`src/rtl/seq_pkg.sv`:
```
// Package: shared state encoding for the sector erase queue.
// Assumes: three control states are enough; no other block decodes them.
package seq_pkg;
    typedef enum logic [1:0] {
        SQ_IDLE = 2'd0,
        SQ_OPEN = 2'd1,
        SQ_BUSY = 2'd2
    } sq_state_t;
endpackage

```
`src/rtl/seq_sector_map.sv`:
```
// Module: seq_sector_map
// Converts the sector field of a write address into a one-hot sector vector
// and reports whether that sector is free of protection.
// Assumes: the sector field is the top SECT_BITS of the address.
module seq_sector_map #(
    parameter int SECT_BITS = 3,
    localparam int NSECT = 1 << SECT_BITS
) (
    input  logic                 clk,
    input  logic                 rst_n,
    input  logic [SECT_BITS-1:0] sect_field,
    input  logic [NSECT-1:0]     prot_mask,
    output logic [NSECT-1:0]     sect_hot,
    output logic                 sect_ok
);
    // one comparator per sector produces the one-hot vector
    for (genvar g = 0; g < NSECT; g++) begin : g_dec
        assign sect_hot[g] = (sect_field == SECT_BITS'(g));
    end

    // a sector may join only when its protect bit is clear
    assign sect_ok = ~|(sect_hot & prot_mask);

    // exactly one sector is selected for any address
    a_r2_one_sector: assert property (@(posedge clk) disable iff (!rst_n)
        $countones(sect_hot) == 1);
endmodule

```
`src/rtl/seq_win_timer.sv`:
```
// Module: seq_win_timer
// Inactivity window counter. A load restarts the full window, and the
// counter runs down while the window is active. It flags expiry on the
// edge after it has reached zero, unless a load arrives on that edge.
// Assumes: WIN_CYCLES >= 1, and load is only asserted when a write is taken.
module seq_win_timer #(
    parameter int WIN_CYCLES = 4000,
    localparam int CNT_W = $clog2(WIN_CYCLES + 1)
) (
    input  logic clk,
    input  logic rst_n,
    input  logic active,
    input  logic load,
    output logic expired
);
    logic [CNT_W-1:0] cnt_q;

    // reload on every accepted write, otherwise count down while active
    always_ff @(posedge clk) begin
        if (!rst_n) begin
            cnt_q <= '0;
        end else if (load) begin
            cnt_q <= CNT_W'(WIN_CYCLES - 1);
        end else if (active && cnt_q != '0) begin
            cnt_q <= cnt_q - 1'b1;
        end
    end

    // expiry: window running, counter drained, no restart this cycle
    assign expired = active && !load && (cnt_q == '0);

    // a restart always wins over expiry
    a_r5_load_beats_expiry: assert property (@(posedge clk) disable iff (!rst_n)
        load |-> !expired);

    // after a reload the window cannot expire on the very next edge
    // unless the window is a single cycle long
    a_r5_no_early_expiry: assert property (@(posedge clk) disable iff (!rst_n)
        (load && WIN_CYCLES > 1) |=> !expired);
endmodule

```
`src/rtl/sect_erase_queue.sv`:
```
// Module: sect_erase_queue
// Collects sector erase requests into a pending mask during a restartable
// inactivity window, then starts the erase engine with that mask.
// A foreign data code inside the window aborts the batch.
// Assumes: seq_done coincides with the wr_stb of the final write of the
// six-write erase sequence; erase_done is a pulse from the erase engine.
module sect_erase_queue #(
    parameter int ADDR_W     = 17,
    parameter int DATA_W     = 8,
    parameter int SECT_BITS  = 3,
    parameter int WIN_CYCLES = 4000,
    parameter logic [7:0] ERASE_CODE = 8'h30,
    localparam int NSECT = 1 << SECT_BITS
) (
    input  logic              clk,
    input  logic              rst_n,
    input  logic              wr_stb,
    input  logic [ADDR_W-1:0] wr_addr,
    input  logic [DATA_W-1:0] wr_data,
    input  logic              seq_done,
    input  logic [NSECT-1:0]  prot_mask,
    input  logic              erase_done,
    output logic [NSECT-1:0]  pend_mask,
    output logic              erase_start,
    output logic              abort_rd,
    output logic              win_open,
    output logic              erase_begun
);
    import seq_pkg::*;

    sq_state_t        state_q;
    logic [NSECT-1:0] mask_q;
    logic             start_q;
    logic             abort_q;
    logic [NSECT-1:0] sect_hot;
    logic             sect_ok;
    logic             is_code;
    logic             first_take;
    logic             more_take;
    logic             foreign;
    logic             win_load;
    logic             win_exp;
    logic [NSECT-1:0] add_bits;
    logic             unused_addr;

    assign unused_addr = ^wr_addr[ADDR_W-SECT_BITS-1:0];

    seq_sector_map #(.SECT_BITS(SECT_BITS)) u_map (
        .clk        (clk),
        .rst_n      (rst_n),
        .sect_field (wr_addr[ADDR_W-1 -: SECT_BITS]),
        .prot_mask  (prot_mask),
        .sect_hot   (sect_hot),
        .sect_ok    (sect_ok)
    );

    // classify the current write against the control state
    always_comb begin
        is_code    = (wr_data == DATA_W'(ERASE_CODE));
        first_take = (state_q == SQ_IDLE) && wr_stb && seq_done && is_code;
        more_take  = (state_q == SQ_OPEN) && wr_stb && is_code;
        foreign    = (state_q == SQ_OPEN) && wr_stb && !is_code;
        win_load   = first_take || more_take;
        add_bits   = sect_ok ? sect_hot : '0;
    end

    seq_win_timer #(.WIN_CYCLES(WIN_CYCLES)) u_timer (
        .clk     (clk),
        .rst_n   (rst_n),
        .active  (state_q == SQ_OPEN),
        .load    (win_load),
        .expired (win_exp)
    );

    // control state, pending mask and registered pulses
    always_ff @(posedge clk) begin
        if (!rst_n) begin
            state_q <= SQ_IDLE;
            mask_q  <= '0;
            start_q <= 1'b0;
            abort_q <= 1'b0;
        end else begin
            start_q <= 1'b0;
            abort_q <= 1'b0;
            unique case (state_q)
                SQ_IDLE: begin
                    if (first_take) begin
                        state_q <= SQ_OPEN;
                        mask_q  <= add_bits;
                    end
                end
                SQ_OPEN: begin
                    if (foreign) begin
                        state_q <= SQ_IDLE;
                        mask_q  <= '0;
                        abort_q <= 1'b1;
                    end else if (more_take) begin
                        mask_q <= mask_q | add_bits;
                    end else if (win_exp) begin
                        if (mask_q != '0) begin
                            state_q <= SQ_BUSY;
                            start_q <= 1'b1;
                        end else begin
                            state_q <= SQ_IDLE;
                        end
                    end
                end
                SQ_BUSY: begin
                    if (erase_done) begin
                        state_q <= SQ_IDLE;
                        mask_q  <= '0;
                    end
                end
                default: begin
                    state_q <= SQ_IDLE;
                    mask_q  <= '0;
                end
            endcase
        end
    end

    // outputs straight from registers
    assign pend_mask   = mask_q;
    assign erase_start = start_q;
    assign abort_rd    = abort_q;
    assign win_open    = (state_q == SQ_OPEN);
    assign erase_begun = (state_q == SQ_BUSY);

    // start is a single-cycle pulse with a non-empty mask
    a_r6_start_single: assert property (@(posedge clk) disable iff (!rst_n)
        erase_start |=> !erase_start);
    a_r6_start_nonempty: assert property (@(posedge clk) disable iff (!rst_n)
        erase_start |-> (pend_mask != '0) && erase_begun);

    // an abort leaves an empty mask and a closed window
    a_r7_abort_clears: assert property (@(posedge clk) disable iff (!rst_n)
        abort_rd |-> (pend_mask == '0) && !win_open && !erase_begun);

    // writes cannot disturb a running erase
    a_r9_busy_hold: assert property (@(posedge clk) disable iff (!rst_n)
        (erase_begun && !erase_done) |=> erase_begun && $stable(pend_mask));

    // the two status bits are exclusive
    a_r10_status_excl: assert property (@(posedge clk) disable iff (!rst_n)
        !(win_open && erase_begun));

    // while collecting without a foreign write, queued sectors never drop
    a_r4_mask_grows: assert property (@(posedge clk) disable iff (!rst_n)
        (win_open && !(wr_stb && wr_data != DATA_W'(ERASE_CODE)))
        |=> ((pend_mask & $past(pend_mask)) == $past(pend_mask)));

    // idle never turns into busy without passing through the window
    a_r3_idle_path: assert property (@(posedge clk) disable iff (!rst_n)
        (!win_open && !erase_begun) |=> !erase_begun);
endmodule

```
`config.mk`:
```
export PLATFORM = sky130hd
export DESIGN_NAME = sect_erase_queue
export DESIGN_NICKNAME = d
export VERILOG_FILES = /design/src/rtl/seq_pkg.sv /design/src/rtl/seq_sector_map.sv /design/src/rtl/seq_win_timer.sv /design/src/rtl/sect_erase_queue.sv
export SDC_FILE = /design/constraint.sdc
export NUM_CORES = 1
export LEC_CHECK = 0
export BUFFER_PORTS_ARGS = -buffer_cell sky130_fd_sc_hd__clkbuf_2
export CORE_MARGIN = 2
export CORE_UTILIZATION = 35
export DETAILED_ROUTE_END_ITERATION = 8
export SYNTH_ARGS = -nofsm -noshare
export SYNTH_HDL_FRONTEND = slang
export SYNTH_HIERARCHICAL = 1
export SYNTH_SLANG_ARGS = --single-unit
```
`constraint.sdc`:
```
create_clock -name clk -period 4.1 [get_ports clk]
set_input_delay 0.205 -clock clk [delete_from_list [all_inputs] [get_ports clk]]
set_output_delay 0.205 -clock clk [all_outputs]
set_load 0.02 [all_outputs]
```
== After elaboration in Yosys (flattened, before gate mapping) ==
Index checks and enable logic that the tools add are counted.

* Input bits: 38
* Word-level logic and storage cells: 68
* Flip-flop bits (word level): 24
* Output and inout bits: 12

* Bitwise operators: 5
* $add $sub $neg: 1
* Equality and inequality tests: 15
* Multiplexer cells: 17
* Reduce and logical (&&, ||, !) cells: 24

{| class="wikitable"
|+ Operators with widths
! cell !! count
|-
| $mux 8 || 5
|-
| $mux 12 || 2
|-
| $pmux 8 s3 || 1
|-
| $eq 3x3->1 const B || 4
|-
| $logic_not 12->1 || 1
|-
| $mux 2 || 6
|-
| $reduce_bool 12->1 || 1
|-
| $sub 12x1->12 const B || 1
|-
| $logic_and 1x1->1 || 9
|-
| $ne 3x3->1 const B || 3
|-
| $and 8x8->8 || 1
|-
| $eq 8x6->1 const B || 1
|-
| $or 8x8->8 || 1
|-
| $reduce_bool 8->1 || 1
|-
| $reduce_or 8->1 || 1
|-
| $eq 3x2->1 const B || 2
|-
| $pmux 2 s3 || 1
|-
| $reduce_or 5->1 || 1
|-
| $ne 2x2->1 const B || 2
|-
| $reduce_and 4->1 || 1
|-
| $eq 3x1->1 const B || 1
|-
| $logic_not 3->1 || 1
|-
| $not 1->1 || 3
|-
| $reduce_and 3->1 || 1
|-
| other kinds (9) || 11
|}

== Logic depth before layout (Yosys ltp) ==
Gate-level depths: netlist of the first run.

* Word-level depth: 12
* Gate-level depth with buffers: 9
* Gate-level depth less buffers: 8

== Hierarchy ==
Netlist of the first run, hierarchy kept.

{| class="wikitable"
|+ Modules (own cells, without submodules)
! module !! cells an instance !! seq. area each (µm²) !! times used !! area each (µm²)
|-
| seq_win_timer || 82 || 240.2 || 1 || 664.4
|-
| sect_erase_queue || 45 || 240.2 || 1 || 508.0
|-
| seq_sector_map || 16 || 0.0 || 1 || 133.9
|}

== Least setup slack after synthesis of the first run ==
Ideal clock, no wire load.

* Path kind: reg2reg
* Start point: register state_q[0]
* End point: register u_timer.cnt_q[5]
* Arrival time: 2,269 ps
* Cell stages (with the launch flop): 6
* Slack: 1,762 ps
* Period minus slack after synthesis: 2,338 ps
* Setup time: 70 ps
* Path through: dfxtp_1 > nor2b_1 > or4b_4 > or3_1 > or3_1 > a21oi_1

* Elaborated cells between the ends (all ways): 10
* Classes of those cells: eq/ne: 1; reduce/logical: 9

{| class="wikitable"
|+ RTL lines
! what !! line !! text
|-
| from (decl) || sect_erase_queue.sv:31 || <nowiki>sq_state_t state_q;</nowiki>
|-
| from (signal assigned) || sect_erase_queue.sv:78 || <nowiki>state_q <= SQ_IDLE;</nowiki>
|-
| from (signal assigned) || sect_erase_queue.sv:88 || <nowiki>state_q <= SQ_OPEN;</nowiki>
|-
| from (signal assigned) || sect_erase_queue.sv:94 || <nowiki>state_q <= SQ_IDLE;</nowiki>
|-
| $eq 2x1->1 * || n/a ||
|-
| named net win_open || sect_erase_queue.sv:26 || <nowiki>output logic win_open,</nowiki>
|-
| $logic_and 1x1->1 (2 in series) || sect_erase_queue.sv:61 || <nowiki>more_take = (state_q == SQ_OPEN) && wr_stb && is_code;</nowiki>
|-
| $logic_or 1x1->1 || sect_erase_queue.sv:63 || <nowiki>win_load = first_take || more_take;</nowiki>
|-
| $reduce_or 2->1 (no line) || n/a ||
|-
| to (signal assigned) || seq_win_timer.sv:23 || <nowiki>cnt_q <= CNT_W'(WIN_CYCLES - 1);</nowiki>
|-
| to (signal assigned) || seq_win_timer.sv:25 || <nowiki>cnt_q <= cnt_q - 1'b1;</nowiki>
|-
| to (decl) || seq_win_timer.sv:16 || <nowiki>logic [CNT_W-1:0] cnt_q;</nowiki>
|}

The timed path passes the listed nets; every way through them passes the cells marked *.
A chain may end at the register's enable or synchronous reset.

== Worst setup path in the final report of the first run ==
* Start point: register state_q[0]
* End point: register u_timer.cnt_q[5]

* Word-level cells in the longest chain between the ends: 6
* Elaborated cells between the ends (all ways): 10
* Classes of those cells: eq/ne: 1; reduce/logical: 9

{| class="wikitable"
|+ Ends and longest elaborated chain
! what !! line !! text
|-
| $logic_not 2->1 || sect_erase_queue.sv:60 || <nowiki>first_take = (state_q == SQ_IDLE) && wr_stb && seq_done && is_code;</nowiki>
|-
| $logic_and 1x1->1 (3 in series) || sect_erase_queue.sv:60 ||
|-
| $logic_or 1x1->1 || sect_erase_queue.sv:63 ||
|-
| $reduce_or 2->1 (no line) || n/a ||
|}

Parallel ways exist; a longest one is shown, timed or not.

==> results.md, run 1 <==
- Outcome: finished clean
- Initial Util: 0.3595
- Final net count: between 200 and 250
- Leak: 0.0006552 µW
- Drt pass-1 iters: 4
- CTS Sinks: 24
- Maximum VDD drop: 103.8 µV
- R2R depth: 5
- Post-Synth Adder-Cell Area: 0.01916
- Synth Warn #: 6
- Comb pwr share: 0.087
- Synthesized instance count: around 140
- Clock Skew: 1.714 ps
- Area share of xor/xnor cells in the synthesized design: 0
- Register Area: 480.5 µm²
- Most common cell in the netlist: dfxtp_1
- Crit path kind: flip-flop to flip-flop
- WL per Instance: around 13 µm
- GRT Total Usage: 0.1473
- Post-synth top cells: dfxtp_1, a21oi_1, nand2_1, nor2_1, a22o_1
- Vias per cell: between 5 and 6
- Residual DRC: 0
- Crit share post-route: 0.5832
- Worst skew pair latency: between 200 and 300 ps
- RSZ-0062 raised after global routing: false
- First-pass GRT wire length: ~5000 µm
- Layout area overhead: 20.02%
- Row count: 22
- Initial DRC count: between 50 and 60
- ANT cells: 0
- Max Cap Viol: 0
- Synth area leader: dfxtp_1
- Root Buffer: clkbuf_8
- Hold Crit Depth: 3
- Area of the die: about 0.0042 mm²
- Hold worst-path end: state_q[1]$_SDFFE_PN0P_
- Cell Area, Synth: 0.001306 mm²
- Layout cells sized above 1: 0.2865
- Simple-gate share of the synthesized area: 0.2854
- Die H: 65.09 µm
- Largest net degree at the start of global routing: 13
- Leading post-synthesis cells by cell area: dfxtp_1, a22o_1, a21oi_1
- Fraction of registers with async set or reset after synthesis: 0
- Max-slew headroom: 0.5771
- Crit path launch type: flip-flop
- Number of port buffers: 35
- Worst Path Arrival: 2590 ps
- Sw power: 89.18 µW
- Total Neg Setup Slack: 0 ps
- Post-DP HPWL: roughly 2300 µm
- Multi-input logic area: just under 800 µm²
- Complex-gate fraction of the synthesized area: 0.2328
- Fill cell count: between 300 and 400
- Tmin final: 2391 ps
- Mapped Nets: approximately 180
- Flop pwr share: 0.575
- Worst Path Required: approximately 4300 ps
- Bufs on Longest Clock Path: 2
- Switching Fraction: 0.2202
- Synth Register Bits: 24
- Critical Path Sink Type: flip-flop
- Total congestion overflow: 0
- CTS H-Tree Depth: 1
- Clock slew at reported path FFs: approximately 80 ps
- Critical R2R Launch: state_q[0]$_SDFFE_PN0P_
- Cts hold-fix bufs: 0
- Mux share of post-synthesis cell area: 0.05747
- Hold Vio Cnt, Final: 0
- Worst r2r dst: u_timer/cnt_q[5]$_SDFFE_PP0P_
- Top-Level Pins: 50
- Initial antenna violation count: 0
- Placer Congestion: around 0.8
- Hold_sp: erase_done
- Worst-path fanout max: 11
- Final hold slack: 236.9 ps
- EDFF count, synth: 0
- Core area: about 0.0036 mm²
- Vias: roughly 1,200
- PwrDens: around 260 mW/mm²
- Clock share of power: 0.337
- Postcts setup bufs: 0
- Setup Viol. Count Final: 0
- Vias in the first global route: ~1,200
- Power Internal: 315.9 µW
- CTS Buf Count: 3
- Largest family of logic cells by synthesized area: simple AND/OR/NAND/NOR gates
- Post-route ant nets: 0
- Max Clock Freq: ~420 MHz
- Top-area cell type share of the netlist area: 0.3678
- Top FF cell, synth: dfxtp_1
- Placed inst area: roughly 0.0015 mm²
- Design Area, Final: ~0.0016 mm²
- Syn avg cell area: approximately 9.1 µm²
- CTS tree: done
- Post_cts resized: 0
- Netlist cell types: 42
- Min-Delay Path Class: input port to flip-flop
- Register area share after synthesis: 0.3678
- Final wirelength: 2954 µm
- Worst R2R Setup Slack: 1710 ps
- Max Slew Vio Count: 0
- Least-Margin Pin Slew: 633.0 ps
- Die W: 65.09 µm
==> worst max-delay path, cell delays in order (launching register included) <==
cell and delay, ps:
dfxtp_1 400, nor2b_1 550, or4b_4 580, or3_1 340, or3_1 310, a21oi_1 140
==> how the worst max path moves through the flow <==
stage | slack (ps) | end | startpoint
final | 1710 | u_timer/cnt_q[5]$_SDFFE_PP0P_ | state_q[0]$_SDFFE_PN0P_
after global routing | 1600 | u_timer/cnt_q[5]$_SDFFE_PP0P_ | state_q[0]$_SDFFE_PN0P_
after CTS | 1720 | u_timer/cnt_q[5]$_SDFFE_PP0P_ | state_q[0]$_SDFFE_PN0P_
after detailed placement | 1760 | u_timer/cnt_q[5]$_SDFFE_PP0P_ | state_q[0]$_SDFFE_PN0P_
after global placement | 1800 | u_timer/cnt_q[5]$_SDFFE_PP0P_ | state_q[0]$_SDFFE_PN0P_
after floorplan | 1760 | u_timer/cnt_q[5]$_SDFFE_PP0P_ | state_q[0]$_SDFFE_PN0P_
==> sequential cells by signal (all words and copies together) (netlist names) <==
signal	cells
erase_start	1
u_timer/cnt_q	12
state_q	2
abort_rd	1
pend_mask	8
==> power by group through the flow <==
| stage | combinational, µW | sequential (µW) | clock, µW |
|---|---|---|---|
| floorplan | 20.1 | 239 | 0 |
| global placement | 34.2 | 239 | 0 |
| detailed placement | 35.5 | 239 | 0 |
| CTS | 35.6 | 233 | 141 |
| global route | 38.9 | 233 | 155 |
| finish | 35.4 | 233 | 137 |
==> per-layer routing <==
layer  up-vias  track usage  part of all wire
met5         -            0                 0
met4         0      0.06771             0.020
met3         6      0.02397             0.052
met2        47       0.2474              0.47
met1       578       0.1852              0.45
li1        615            -                 -
==> placed cells by master (no fill, tap or decap), drive strengths merged <==
master   instances
clkbuf          38
dfxtp           24
a21oi           13
nand2           10
nor2            10
a22o             8
o21ai            7
inv              7
nor2b            6
nor3             6
nor3b            5
nor4             4
o21a             3
mux2i            3
or3              3
and4             2
mux4             2
o31ai            2
or4              2
a31oi            2
nand3            2
ha               2
and3b            2
a311oi           2
and3             2
and4bb           1
nand4b           1
a31o             1
buf              1
nand4            1
o31a             1
or4b             1
nand3b           1
a221o            1
o41ai            1
o2bb2ai          1
==> final cells by class <==
cell class / count / area share
repair buffers: 36 / 0.1165
multi-input cells: 108 / 0.4956
well taps: 48 / 0.03831
inverters: 7 / 0.01676
flip-flops and latches: 24 / 0.3065
clock buffers: 3 / 0.02634
==> logic make-up after synthesis <==
family,count (synthesis)
AND/OR/NAND/NOR,59
AO/OA/AOI/OAI,42
flip-flops,24
buffers and inverters,11
multiplexers,5
adder cells (fa/ha/maj),2
==> through the flow <==
step	cells	power, µW	worst slack, ps	utilization
finish	226	405.0	1709	0.4315
global route	226	427.5	1596	0.4315
CTS	226	409.7	1723	0.4315
detailed placement	223	274.2	1759	0.4201
global placement	223	272.8	1796	0.4201
floorplan	143	258.7	1762	-
Note: power is estimated with default switching activity, not from simulation.
==> run 2, diff against run 1 <==
Clock period 4.1 ns to 2.4 ns, I/O delays scaled along.
==> run 2 against run 1 <==
Worst hold slack worse by 110 ps. Count of clock-buffer cells in the layout up 1. First-iteration DRC count unchanged. Maximum frequency is 20% higher. Combinational power rose by 68%. Routed wire length is 0.27% lower. Final cell count increased by 0.88%. Cell area increased by 1.4%. Largest cell class unchanged. Largest power group unchanged.
==> results.md, run 2 (synthesis gave the netlist of run 1 again) <==
- Tmin final: around 2000 ps
- Postcts setup bufs: 0
- PwrDens: 461.5 mW/mm²
- Total Neg Setup Slack: 0 ps
- CTS Buf Count: 3
- Drt pass-1 iters: 4
- Clock slew at reported path FFs: 80 ps
- Switching Fraction: 0.2172
- Worst r2r dst: state_q[1]$_SDFFE_PN0P_
- Design Area, Final: roughly 0.0016 mm²
- Area of the die: around 0.0042 mm²
- Top-Level Pins: 50
- Placer Congestion: 0.8248
- CTS Sinks: 24
- Root Buffer: clkbuf_8
- Layout cells sized above 1: 0.2944
- CTS H-Tree Depth: 1
- Initial antenna violation count: 0
- Register Area: 480.5 µm²
- Cts hold-fix bufs: 0
- Leak: about 0.00067 µW
- Die H: roughly 65 µm
- Vias: ~1,200
- R2R depth: 8
- Critical Path Sink Type: flip-flop
- Setup Viol. Count Final: 0
- Max Clock Freq: 502.0 MHz
- Row count: 22
- First-pass GRT wire length: around 4900 µm
- Worst Path Arrival: roughly 2200 ps
- Post_cts resized: 0
- CP peak stage delay: between 300 and 400 ps
- Largest delay share family, worst path: simple AND/OR/NAND/NOR gates
- Most used cell along the critical path: nor2b_1
- Clock Skew: around 1.6 ps
- Maximum VDD drop: about 160 µV
- RSZ-0062 raised after global routing: false
- Largest net degree at the start of global routing: 14
- Placed insts: 224
- Max Slew Vio Count: 0
- Crit share post-route: 0.8300
- Slowest stage cell, crit path: nand4_1
- Total congestion overflow: 0
- Crit path cell chain: inv_1 -> ha_1 -> nor2b_1 -> nand4_1 -> nor2b_1 -> nand4b_1 -> a21oi_1 -> a31o_2
- Crit path kind: flip-flop to flip-flop
- Residual DRC: 0
- Post-DP HPWL: roughly 2200 µm
- ANT cells: 0
- Max-slew headroom: 0.6563
- Placed inst area: between 0.0015 and 0.002 mm²
- Hold worst-path end: state_q[1]$_SDFFE_PN0P_
- WL per Instance: approximately 13 µm
- Non-filler cells, final: between 200 and 250
- Vias in the first global route: around 1,100
- Layout area overhead: 21.65%
- Die W: approximately 65 µm
- GRT Total Usage: 0.1497
- Flop pwr share: 0.543
- Min-Delay Path Class: input port to flip-flop
- Hold_sp: erase_done
- Bufs on Longest Clock Path: 2
- Worst R2R Setup Slack: around 400 ps
- Largest register by flop count: u_timer/cnt_q
- Crit path launch type: flip-flop
- Commonest non-fill, non-tap cells in the layout: clkbuf_2, dfxtp_1, a21oi_1
- Outcome: finished clean
- Power Internal: ~570 µW
- Worst Path Required: 2620 ps
- Buf/Inv on CP: 1
- Vias per cell: ~5.4
- Hold Vio Cnt, Final: 0
- Critical R2R Launch: u_timer/cnt_q[0]$_SDFFE_PN0P_
- Clock share of power: 0.376
- Worst-path fanout max: 6
- CTS tree: done
- Max Cap Viol: 0
- Hold Crit Depth: 3
- Multi-input logic area: about 780 µm²
- Least-Margin Pin Slew: slightly above 500 ps
- Initial Util: 0.3595
- Final wirelength: roughly 2900 µm
- Worst skew pair latency: between 200 and 300 ps
- Fill cell count: 360
- Most common cell after layout, fill and taps aside: clkbuf_2
- Core area: between 0.003 and 0.004 mm²
- Max FFs per register: 12
- Sw power: roughly 160 µW
- Post-route ant nets: 0
- Comb pwr share: 0.081
- Initial DRC count: 53
- Number of port buffers: 35
- Final net count: roughly 220
[run 2: cell type report]
type	count	share of cell area
tap	48	0.03780
inverter	7	0.01654
timing repair buffer	37	0.1197
sequential	24	0.3024
multi-input combinational	108	0.4890
clock buffer	4	0.03465
[run 2: stage by stage]
stage | setup WS [ps] | utilization | power (µW) | hold WS, ps
2_1_floorplan | 61.59 | - | 441.9 | 236.9
3_3_place_gp | 463.3 | 0.4222 | 466.1 | 404.7
3_5_place_dp | 442.1 | 0.4222 | 467.3 | 410.0
4_1_cts | 413.7 | 0.4373 | 742.7 | 123.7
5_1_grt | 232.9 | 0.4373 | 763.8 | 128.3
6_report | 407.9 | 0.4373 | 733.4 | 125.3
[run 2: worst reg2reg max path, delay by kind of cell, from the launching register on]
family / cells / cell delay [ps]
simple gates: 4 / 1010
compound gates: 2 / 360
flops: 1 / 320
fa+ha+maj: 1 / 150
buf+inv: 1 / 100
[run 2: metal layers]
metal | vias up | part of all wire | track usage
li1 | 616 | - | -
met1 | 575 | 0.45 | 0.1744
met2 | 40 | 0.47 | 0.2577
met3 | 7 | 0.061 | 0.03767
met4 | 0 | 0.022 | 0.07031
met5 | - | 0 | 0
[run 2: worst max path at each step]
stage / slack [ps] / cells after the start / from / end
final: 410 / 8 / u_timer/cnt_q[0]$_SDFFE_PN0P_ / state_q[1]$_SDFFE_PN0P_
after global routing: 230 / 8 / u_timer/cnt_q[0]$_SDFFE_PN0P_ / state_q[1]$_SDFFE_PN0P_
after CTS: 410 / 8 / u_timer/cnt_q[0]$_SDFFE_PN0P_ / state_q[1]$_SDFFE_PN0P_
after detailed placement: 440 / 8 / u_timer/cnt_q[0]$_SDFFE_PN0P_ / state_q[1]$_SDFFE_PN0P_
after global placement: 460 / 6 / u_timer/cnt_q[8]$_SDFFE_PN0P_ / state_q[1]$_SDFFE_PN0P_
after floorplan: 60 / 5 / state_q[0]$_SDFFE_PN0P_ / u_timer/cnt_q[5]$_SDFFE_PP0P_
[run 2: power groups by stage]
stage / Clock (µW) / Combinational, µW / Sequential [µW]
final: 276 / 59.5 / 398
after detailed placement: 0 / 59.6 / 408
after global routing: 300 / 65.6 / 398
after floorplan: 0 / 34.3 / 408
after CTS: 285 / 59.9 / 398
after global placement: 0 / 58.5 / 408
